[src/rtl/gpio_port_pkg.sv]
package gpio_port_pkg;

   typedef enum logic [1:0] {
      PM_INPUT     = 2'b00,
      PM_PUSHPULL  = 2'b01,
      PM_OPENDRAIN = 2'b10,
      PM_QUASI     = 2'b11
   } pin_mode_e;

   // word offsets of the port registers (bytes)
   localparam int OFF_MODE  = 'h00;
   localparam int OFF_INDIS = 'h04;
   localparam int OFF_DOUT  = 'h08;
   localparam int OFF_PROT  = 'h0C;
   localparam int OFF_LEVEL = 'h10;

   // bit position of the first input-disable bit in its word
   localparam int INDIS_LSB = 16;

endpackage

[src/rtl/gpio_in_sync.sv]
module gpio_in_sync #(
   parameter int WIDTH  = 8,
   parameter int STAGES = 2
) (
   input  logic             clk,
   input  logic             rst_n,
   input  logic [WIDTH-1:0] d_async,
   output logic [WIDTH-1:0] q_sync
);

   initial begin
      if (STAGES < 2) $error("gpio_in_sync: STAGES must be at least 2");
      if (WIDTH < 1)  $error("gpio_in_sync: WIDTH must be positive");
   end

   logic [WIDTH-1:0] stg [STAGES];

   generate
      for (genvar s = 0; s < STAGES; s++) begin : g_stage
         if (s == 0) begin : g_first
            always_ff @(posedge clk or negedge rst_n) begin
               if (!rst_n) stg[0] <= '0;
               else        stg[0] <= d_async;
            end
         end else begin : g_next
            always_ff @(posedge clk or negedge rst_n) begin
               if (!rst_n) stg[s] <= '0;
               else        stg[s] <= stg[s-1];
            end
         end
      end
   endgenerate

   assign q_sync = stg[STAGES-1];

endmodule

[src/rtl/gpio_pad_ctrl.sv]
module gpio_pad_ctrl
   import gpio_port_pkg::*;
#(
   parameter int NPINS = 8
) (
   input  logic               clk,
   input  logic               rst_n,
   input  logic [2*NPINS-1:0] mode_bits,
   input  logic [NPINS-1:0]   dout,
   output logic [NPINS-1:0]   pin_oe,
   output logic [NPINS-1:0]   pin_out
);

   generate
      for (genvar i = 0; i < NPINS; i++) begin : g_pin
         pin_mode_e md;
         assign md = pin_mode_e'(mode_bits[2*i +: 2]);

         always_comb begin
            unique case (md)
               PM_INPUT: begin
                  pin_oe[i]  = 1'b0;
                  pin_out[i] = 1'b0;
               end
               PM_PUSHPULL: begin
                  pin_oe[i]  = 1'b1;
                  pin_out[i] = dout[i];
               end
               default: begin
                  // open-drain and quasi: pull low only, release on 1
                  pin_oe[i]  = ~dout[i];
                  pin_out[i] = 1'b0;
               end
            endcase
         end


         no_high_drive_chk: assert property (@(posedge clk) disable iff (!rst_n)
            (md == PM_OPENDRAIN || md == PM_QUASI) |-> !(pin_oe[i] && pin_out[i]));


         input_quiet_chk: assert property (@(posedge clk) disable iff (!rst_n)
            (md == PM_INPUT) |-> !pin_oe[i]);
      end
   endgenerate

endmodule

[src/rtl/gpio_reg_file.sv]
module gpio_reg_file
   import gpio_port_pkg::*;
#(
   parameter int NPINS      = 8,
   parameter int AW         = 10,
   parameter int DW         = 32,
   parameter int ALIAS_BASE = 'h200
) (
   input  logic               clk,
   input  logic               rst_n,
   input  logic [AW-1:0]      addr,
   input  logic               wr_en,
   input  logic [DW-1:0]      wdata,
   output logic [DW-1:0]      rdata,
   input  logic [NPINS-1:0]   pin_sync,
   output logic [2*NPINS-1:0] mode_bits,
   output logic [NPINS-1:0]   dout
);

   localparam int IW = $clog2(NPINS);
   localparam logic [AW-1:0] A_MODE  = AW'(OFF_MODE);
   localparam logic [AW-1:0] A_INDIS = AW'(OFF_INDIS);
   localparam logic [AW-1:0] A_DOUT  = AW'(OFF_DOUT);
   localparam logic [AW-1:0] A_PROT  = AW'(OFF_PROT);
   localparam logic [AW-1:0] A_LEVEL = AW'(OFF_LEVEL);
   localparam logic [AW-1:0] A_ALIAS = AW'(ALIAS_BASE);
   localparam logic [AW-1:0] A_SPAN  = AW'(4 * NPINS);

   logic [2*NPINS-1:0] mode_q;
   logic [NPINS-1:0]   indis_q, dout_q, prot_q, dout_nxt, level;
   logic [AW-1:0]      alias_rel;
   logic               alias_hit;
   logic [IW-1:0]      alias_idx;

   assign alias_rel = addr - A_ALIAS;
   assign alias_hit = (addr >= A_ALIAS) && (alias_rel < A_SPAN) && (alias_rel[1:0] == 2'b00);
   assign alias_idx = alias_rel[IW+1:2];
   assign level     = pin_sync & ~indis_q;

   always_comb begin
      dout_nxt = dout_q;
      if (wr_en && addr == A_DOUT)
         dout_nxt = (dout_q & prot_q) | (wdata[NPINS-1:0] & ~prot_q);
      else if (wr_en && alias_hit && !prot_q[alias_idx])
         dout_nxt[alias_idx] = wdata[0];
   end

   always_ff @(posedge clk or negedge rst_n) begin
      if (!rst_n) begin
         mode_q  <= '0;
         indis_q <= '0;
         dout_q  <= '0;
         prot_q  <= '0;
      end else begin
         dout_q <= dout_nxt;
         if (wr_en && addr == A_MODE)  mode_q  <= wdata[2*NPINS-1:0];
         if (wr_en && addr == A_INDIS) indis_q <= wdata[INDIS_LSB +: NPINS];
         if (wr_en && addr == A_PROT)  prot_q  <= wdata[NPINS-1:0];
      end
   end

   always_comb begin
      rdata = '0;
      if (alias_hit)            rdata[0] = level[alias_idx];
      else if (addr == A_MODE)  rdata[2*NPINS-1:0] = mode_q;
      else if (addr == A_INDIS) rdata[INDIS_LSB +: NPINS] = indis_q;
      else if (addr == A_DOUT)  rdata[NPINS-1:0] = dout_q;
      else if (addr == A_PROT)  rdata[NPINS-1:0] = prot_q;
      else if (addr == A_LEVEL) rdata[NPINS-1:0] = level;
   end

   assign mode_bits = mode_q;
   assign dout      = dout_q;


   protect_hold_chk: assert property (@(posedge clk) disable iff (!rst_n)
      (wr_en && addr == A_DOUT) |=> ((dout_q & $past(prot_q)) == ($past(dout_q) & $past(prot_q))));


   level_readonly_chk: assert property (@(posedge clk) disable iff (!rst_n)
      (wr_en && addr == A_LEVEL) |=> ($stable(dout_q) && $stable(mode_q) && $stable(prot_q) && $stable(indis_q)));


   alias_single_bit_chk: assert property (@(posedge clk) disable iff (!rst_n)
      (wr_en && alias_hit) |=> ($countones(dout_q ^ $past(dout_q)) <= 1));


   disabled_reads_low_chk: assert property (@(posedge clk) disable iff (!rst_n)
      (addr == A_LEVEL) |-> ((rdata[NPINS-1:0] & indis_q) == '0));

endmodule

[src/rtl/gpio_port_regs.sv]
module gpio_port_regs
   import gpio_port_pkg::*;
#(
   parameter int NPINS       = 8,
   parameter int AW          = 10,
   parameter int DW          = 32,
   parameter int ALIAS_BASE  = 'h200,
   parameter int SYNC_STAGES = 2
) (
   input  logic             clk,
   input  logic             rst_n,
   input  logic [AW-1:0]    addr,
   input  logic             wr_en,
   input  logic [DW-1:0]    wdata,
   output logic [DW-1:0]    rdata,
   input  logic [NPINS-1:0] pin_in,
   output logic [NPINS-1:0] pin_oe,
   output logic [NPINS-1:0] pin_out
);

   localparam int MODE_W = 2 * NPINS;

   initial begin
      if (NPINS < 2 || NPINS > 16)       $error("gpio_port_regs: NPINS must be 2..16");
      if (DW != 32)                      $error("gpio_port_regs: DW must be 32");
      if (MODE_W > DW)                   $error("gpio_port_regs: mode field exceeds word");
      if (ALIAS_BASE % 4 != 0)           $error("gpio_port_regs: ALIAS_BASE must be word aligned");
      if (ALIAS_BASE + 4 * NPINS > (1 << AW))
                                         $error("gpio_port_regs: alias region exceeds address space");
      if (ALIAS_BASE <= OFF_LEVEL)       $error("gpio_port_regs: alias region overlaps registers");
   end

   logic [NPINS-1:0]  pin_sync;
   logic [MODE_W-1:0] mode_bits;
   logic [NPINS-1:0]  dout;

   gpio_in_sync #(.WIDTH(NPINS), .STAGES(SYNC_STAGES)) u_sync (
      .clk     (clk),
      .rst_n   (rst_n),
      .d_async (pin_in),
      .q_sync  (pin_sync)
   );

   gpio_reg_file #(.NPINS(NPINS), .AW(AW), .DW(DW), .ALIAS_BASE(ALIAS_BASE)) u_regs (
      .clk       (clk),
      .rst_n     (rst_n),
      .addr      (addr),
      .wr_en     (wr_en),
      .wdata     (wdata),
      .rdata     (rdata),
      .pin_sync  (pin_sync),
      .mode_bits (mode_bits),
      .dout      (dout)
   );

   gpio_pad_ctrl #(.NPINS(NPINS)) u_pad (
      .clk       (clk),
      .rst_n     (rst_n),
      .mode_bits (mode_bits),
      .dout      (dout),
      .pin_oe    (pin_oe),
      .pin_out   (pin_out)
   );


   pushpull_follows_chk: assert property (@(posedge clk) disable iff (!rst_n)
      (mode_bits[1:0] == 2'b01) |-> (pin_oe[0] && pin_out[0] == dout[0]));

endmodule

[config.mk]
export PLATFORM = sky130hd
export DESIGN_NAME = gpio_port_regs
export DESIGN_NICKNAME = d
export VERILOG_FILES = /design/src/rtl/gpio_port_pkg.sv /design/src/rtl/gpio_in_sync.sv /design/src/rtl/gpio_pad_ctrl.sv /design/src/rtl/gpio_reg_file.sv /design/src/rtl/gpio_port_regs.sv
export SDC_FILE = /design/constraint.sdc
export NUM_CORES = 1
export LEC_CHECK = 0
export BUFFER_PORTS_ARGS = -buffer_cell sky130_fd_sc_hd__buf_2
export CAP_MARGIN = 5
export CORE_UTILIZATION = 33
export CTS_CLUSTER_SIZE = 40
export DETAILED_ROUTE_END_ITERATION = 8
export HOLD_SLACK_MARGIN = 0.1
export SLEW_MARGIN = 20
export SYNTH_ARGS = -nofsm -noshare
export SYNTH_HDL_FRONTEND = slang
export SYNTH_SLANG_ARGS = --single-unit
[constraint.sdc]
create_clock -name clk -period 2.58 [get_ports clk]
set_input_delay 0.129 -clock clk [delete_from_list [all_inputs] [get_ports clk]]
set_output_delay 0.129 -clock clk [all_outputs]
set_load 0.02 [all_outputs]
==> results.sh <==
export IMPL_fp_row_count=34
export IMPL_path_clk_slew_ps=100
export IMPL_drt_wirelength_per_cell_um=15.6
export IMPL_synth_cell_types=52
export IMPL_min_period_ps=2140
export IMPL_peakVddDrop_uv=254
export IMPL_setup_violations_final=0
export IMPL_combPwrFrac_pct=13.1
export IMPL_routabilityCongestion=0.841
export IMPL_rsz0062_at_grt="false"
export IMPL_hold_viol=0
export IMPL_drive_gt1_share_pct=33.4
export IMPL_arrival_ps=2010
export IMPL_ios=101
export IMPL_grt_pass1_vias=2516
export IMPL_cts_tree="yes"
export IMPL_stdcell_area_mm2=0.00394
export IMPL_cts_setup_buffers=0
export IMPL_drtIter0Drc=295
export IMPL_drc=0
export IMPL_antenna_found_initial=0
export IMPL_vias=2604
export IMPL_outcome="completed"
export IMPL_dpl_worst_slack_ps=406
export IMPL_die_y_um=97.5
export IMPL_cts_root_buffer="clkbuf_8"
export IMPL_crit_path_start_kind="input pin"
export IMPL_htree_num_levels=2
export IMPL_dr_pass1_iters=4
export IMPL_io_buffers=84
export IMPL_viasPerCell=5.06
export IMPL_tightest_slew_ps=663
export IMPL_slowest_delay_ps=600
export IMPL_synth_top_area_cell="dfrtp_1"
export IMPL_insertedDiodeCount=0
export IMPL_fin_ws_ps=444
export IMPL_area_delta_synth_final_pct=31.0
export IMPL_finalPower_w=0.00164
export IMPL_p_leak_nw=1.97
export IMPL_core_area_mm2=0.00876
export IMPL_overflow=0
export IMPL_max_cap_viol_count=0
export IMPL_start_util_pct=34.3
export IMPL_ant_nets=0
export IMPL_grt_max_degree=57
export IMPL_finalNetCount=459
export IMPL_crit_path_max_fanout=10
export IMPL_n_fill_cell=856
export IMPL_synthMostInstantiatedCell="dfrtp_1"
export IMPL_switching_power_w=0.000420
export IMPL_path_class="in -> out"
export IMPL_cts_sinks=56
export IMPL_chipWidth_um=97.5
export IMPL_fin_crit_sh_pct=82.8
export IMPL_power_share_clock_pct=31.1
export IMPL_powerDensity_mw_per_mm2=417
export IMPL_grt_first_pass_wirelength_um=13100
export IMPL_hpwl_um=5730
export IMPL_slew_headroom_pct=55.4
export IMPL_grt_util_all_layers_pct=17.3
export IMPL_dieArea_mm2=0.00950
export IMPL_wl_um=8020
export IMPL_switching_share_pct=25.5
export IMPL_hp_class="in -> reg"
export IMPL_synth_top_area_share_pct=46.6
export IMPL_clk_latency_ps=310
export IMPL_synth_common_cells="dfrtp_1 (56), mux2_2 (31), nor2_1 (24)"
export IMPL_synthCells=289
export IMPL_rrSetupSlack_ps=870
export IMPL_crit_chain="buf_2 > nor4_1 > and3_1 > and3_1 > and2_1 > buf_2"
export IMPL_cts_buffer_depth=2
export IMPL_ys_seq_elements=56
export IMPL_cts_buffers=5
export IMPL_skew_ps=6.08
export IMPL_tns_ps=0
export IMPL_cp_required_ps=2450
export IMPL_dpl_cell_area_mm2=0.00353
export IMPL_synth_area_leaders="dfrtp_1 (47%), mux2_2 (12%), mux2i_1 (4.3%)"
export IMPL_fmax_ghz=0.468
export IMPL_p_seq_share_pct=55.8
export IMPL_synthFlopType="dfrtp_1"
export IMPL_async_reset_ff_share_pct=100
export IMPL_syn_area_per_cell_um2=10.4
export IMPL_ys_warn_count=0
export IMPL_cp_slowest_cell="nor4_1"
export IMPL_mappedNetlistArea_mm2=0.00301
export IMPL_synth_edf_count=0
export IMPL_end_kind="output port"
export IMPL_intPower_w=0.00122
export IMPL_yosysSeqAreaShare_pct=46.6
export IMPL_drv_slew=0
power by group through the flow:
stage | Sequential, W | Clock, W | Combinational, W
CTS | 0.000917 | 0.000533 | 0.000217
global placement | 0.000933 | 0 | 0.000176
global route | 0.000921 | 0.000568 | 0.000237
finish | 0.000917 | 0.000512 | 0.000216
floorplan | 0.000929 | 0 | 0.000105
detailed placement | 0.000934 | 0 | 0.000180
worst max-delay path, delay by kind of cell:
| kind | cells | cell delay [ps] |
|---|---|---|
| buffers and inverters | 2 | 260 |
| AND/OR/NAND/NOR | 4 | 1610 |
logic make-up (layout without fill, tap and decap cells):
logic type	after synthesis	in the layout	share of synthesized area [%]
simple gates	98	98	17.7
mux	45	45	16.7
flops	56	56	46.6
compound gates	52	52	12.7
buf+inv	37	148	6.24
other cells	1	8	0.125
repair_timing:
action                     CTS  global route
hold buffers                31             0
gates resized for setup      0             0
hold endpoints to repair    95             0
setup endpoints to repair    0             0
placed cells by master (no fill, tap or decap), types with 2 or more instances in the layout:
cell type / instances
buf_2: 84
dfrtp_1: 56
mux2_2: 31
dlygate4sd3_1: 31
nor2_1: 24
inv_1: 17
mux2i_1: 13
nand2_1: 13
and3_1: 12
nand2b_1: 12
a21oi_1: 11
and2_1: 9
o21ai_0: 8
conb_1: 8
nor3b_1: 7
clkbuf_8: 6
buf_4: 6
nor3_1: 5
nand3_1: 4
a211oi_1: 4
a31oi_1: 3
nor2b_1: 2
o32a_1: 2
o21bai_1: 2
o22a_1: 2
o221a_2: 2
a32o_1: 2
or3b_2: 2
o221ai_1: 2
a221o_1: 2
o31a_1: 2
final timing paths:
check | cells past startpoint | from | end
min in group asynchronous | 3 | rst_n | u_regs.mode_bits[8]
max | 6 | addr[6] | rdata[20]
min | 3 | wdata[6] | u_regs.mode_bits[6]
max reg2reg | 5 | u_regs.prot_q[5] | register
min reg2reg | 0 | u_sync.stg[15] | u_sync.q_sync[7]
max in group asynchronous | 3 | rst_n | async pin
area by class of cell:
| cell class | instances | area, um2 | area share (%) |
|---|---|---|---|
| clock buffers | 6 | 82.6 | 2.10 |
| well taps | 108 | 135 | 3.43 |
| repair buffers | 122 | 796 | 20.2 |
| flip-flops and latches | 56 | 1400 | 35.6 |
| clock inverters | 2 | 13.8 | 0.349 |
| multi-input cells | 203 | 1450 | 36.7 |
| inverters | 18 | 67.6 | 1.71 |
through the flow:
| stage | cells | util (%) | hold WS [ps] |
|---|---|---|---|
| 2_1_floorplan | 296 | - | -167 |
| 3_3_place_gp | 476 | 40.3 | 150 |
| 3_5_place_dp | 476 | 40.3 | 158 |
| 4_1_cts | 515 | 45.0 | 111 |
| 5_1_grt | 515 | 45.0 | 122 |
| 6_report | 515 | 45.0 | 110 |
routing by layer:
metal | GRT usage (%) | routed length, um
met1 | 22.8 | 3590
met2 | 29.2 | 3830
met3 | 3.60 | 505
met4 | 3.62 | 90
met5 | 0 | 0
No activity file was read; power rests on OpenSTA's default activity.
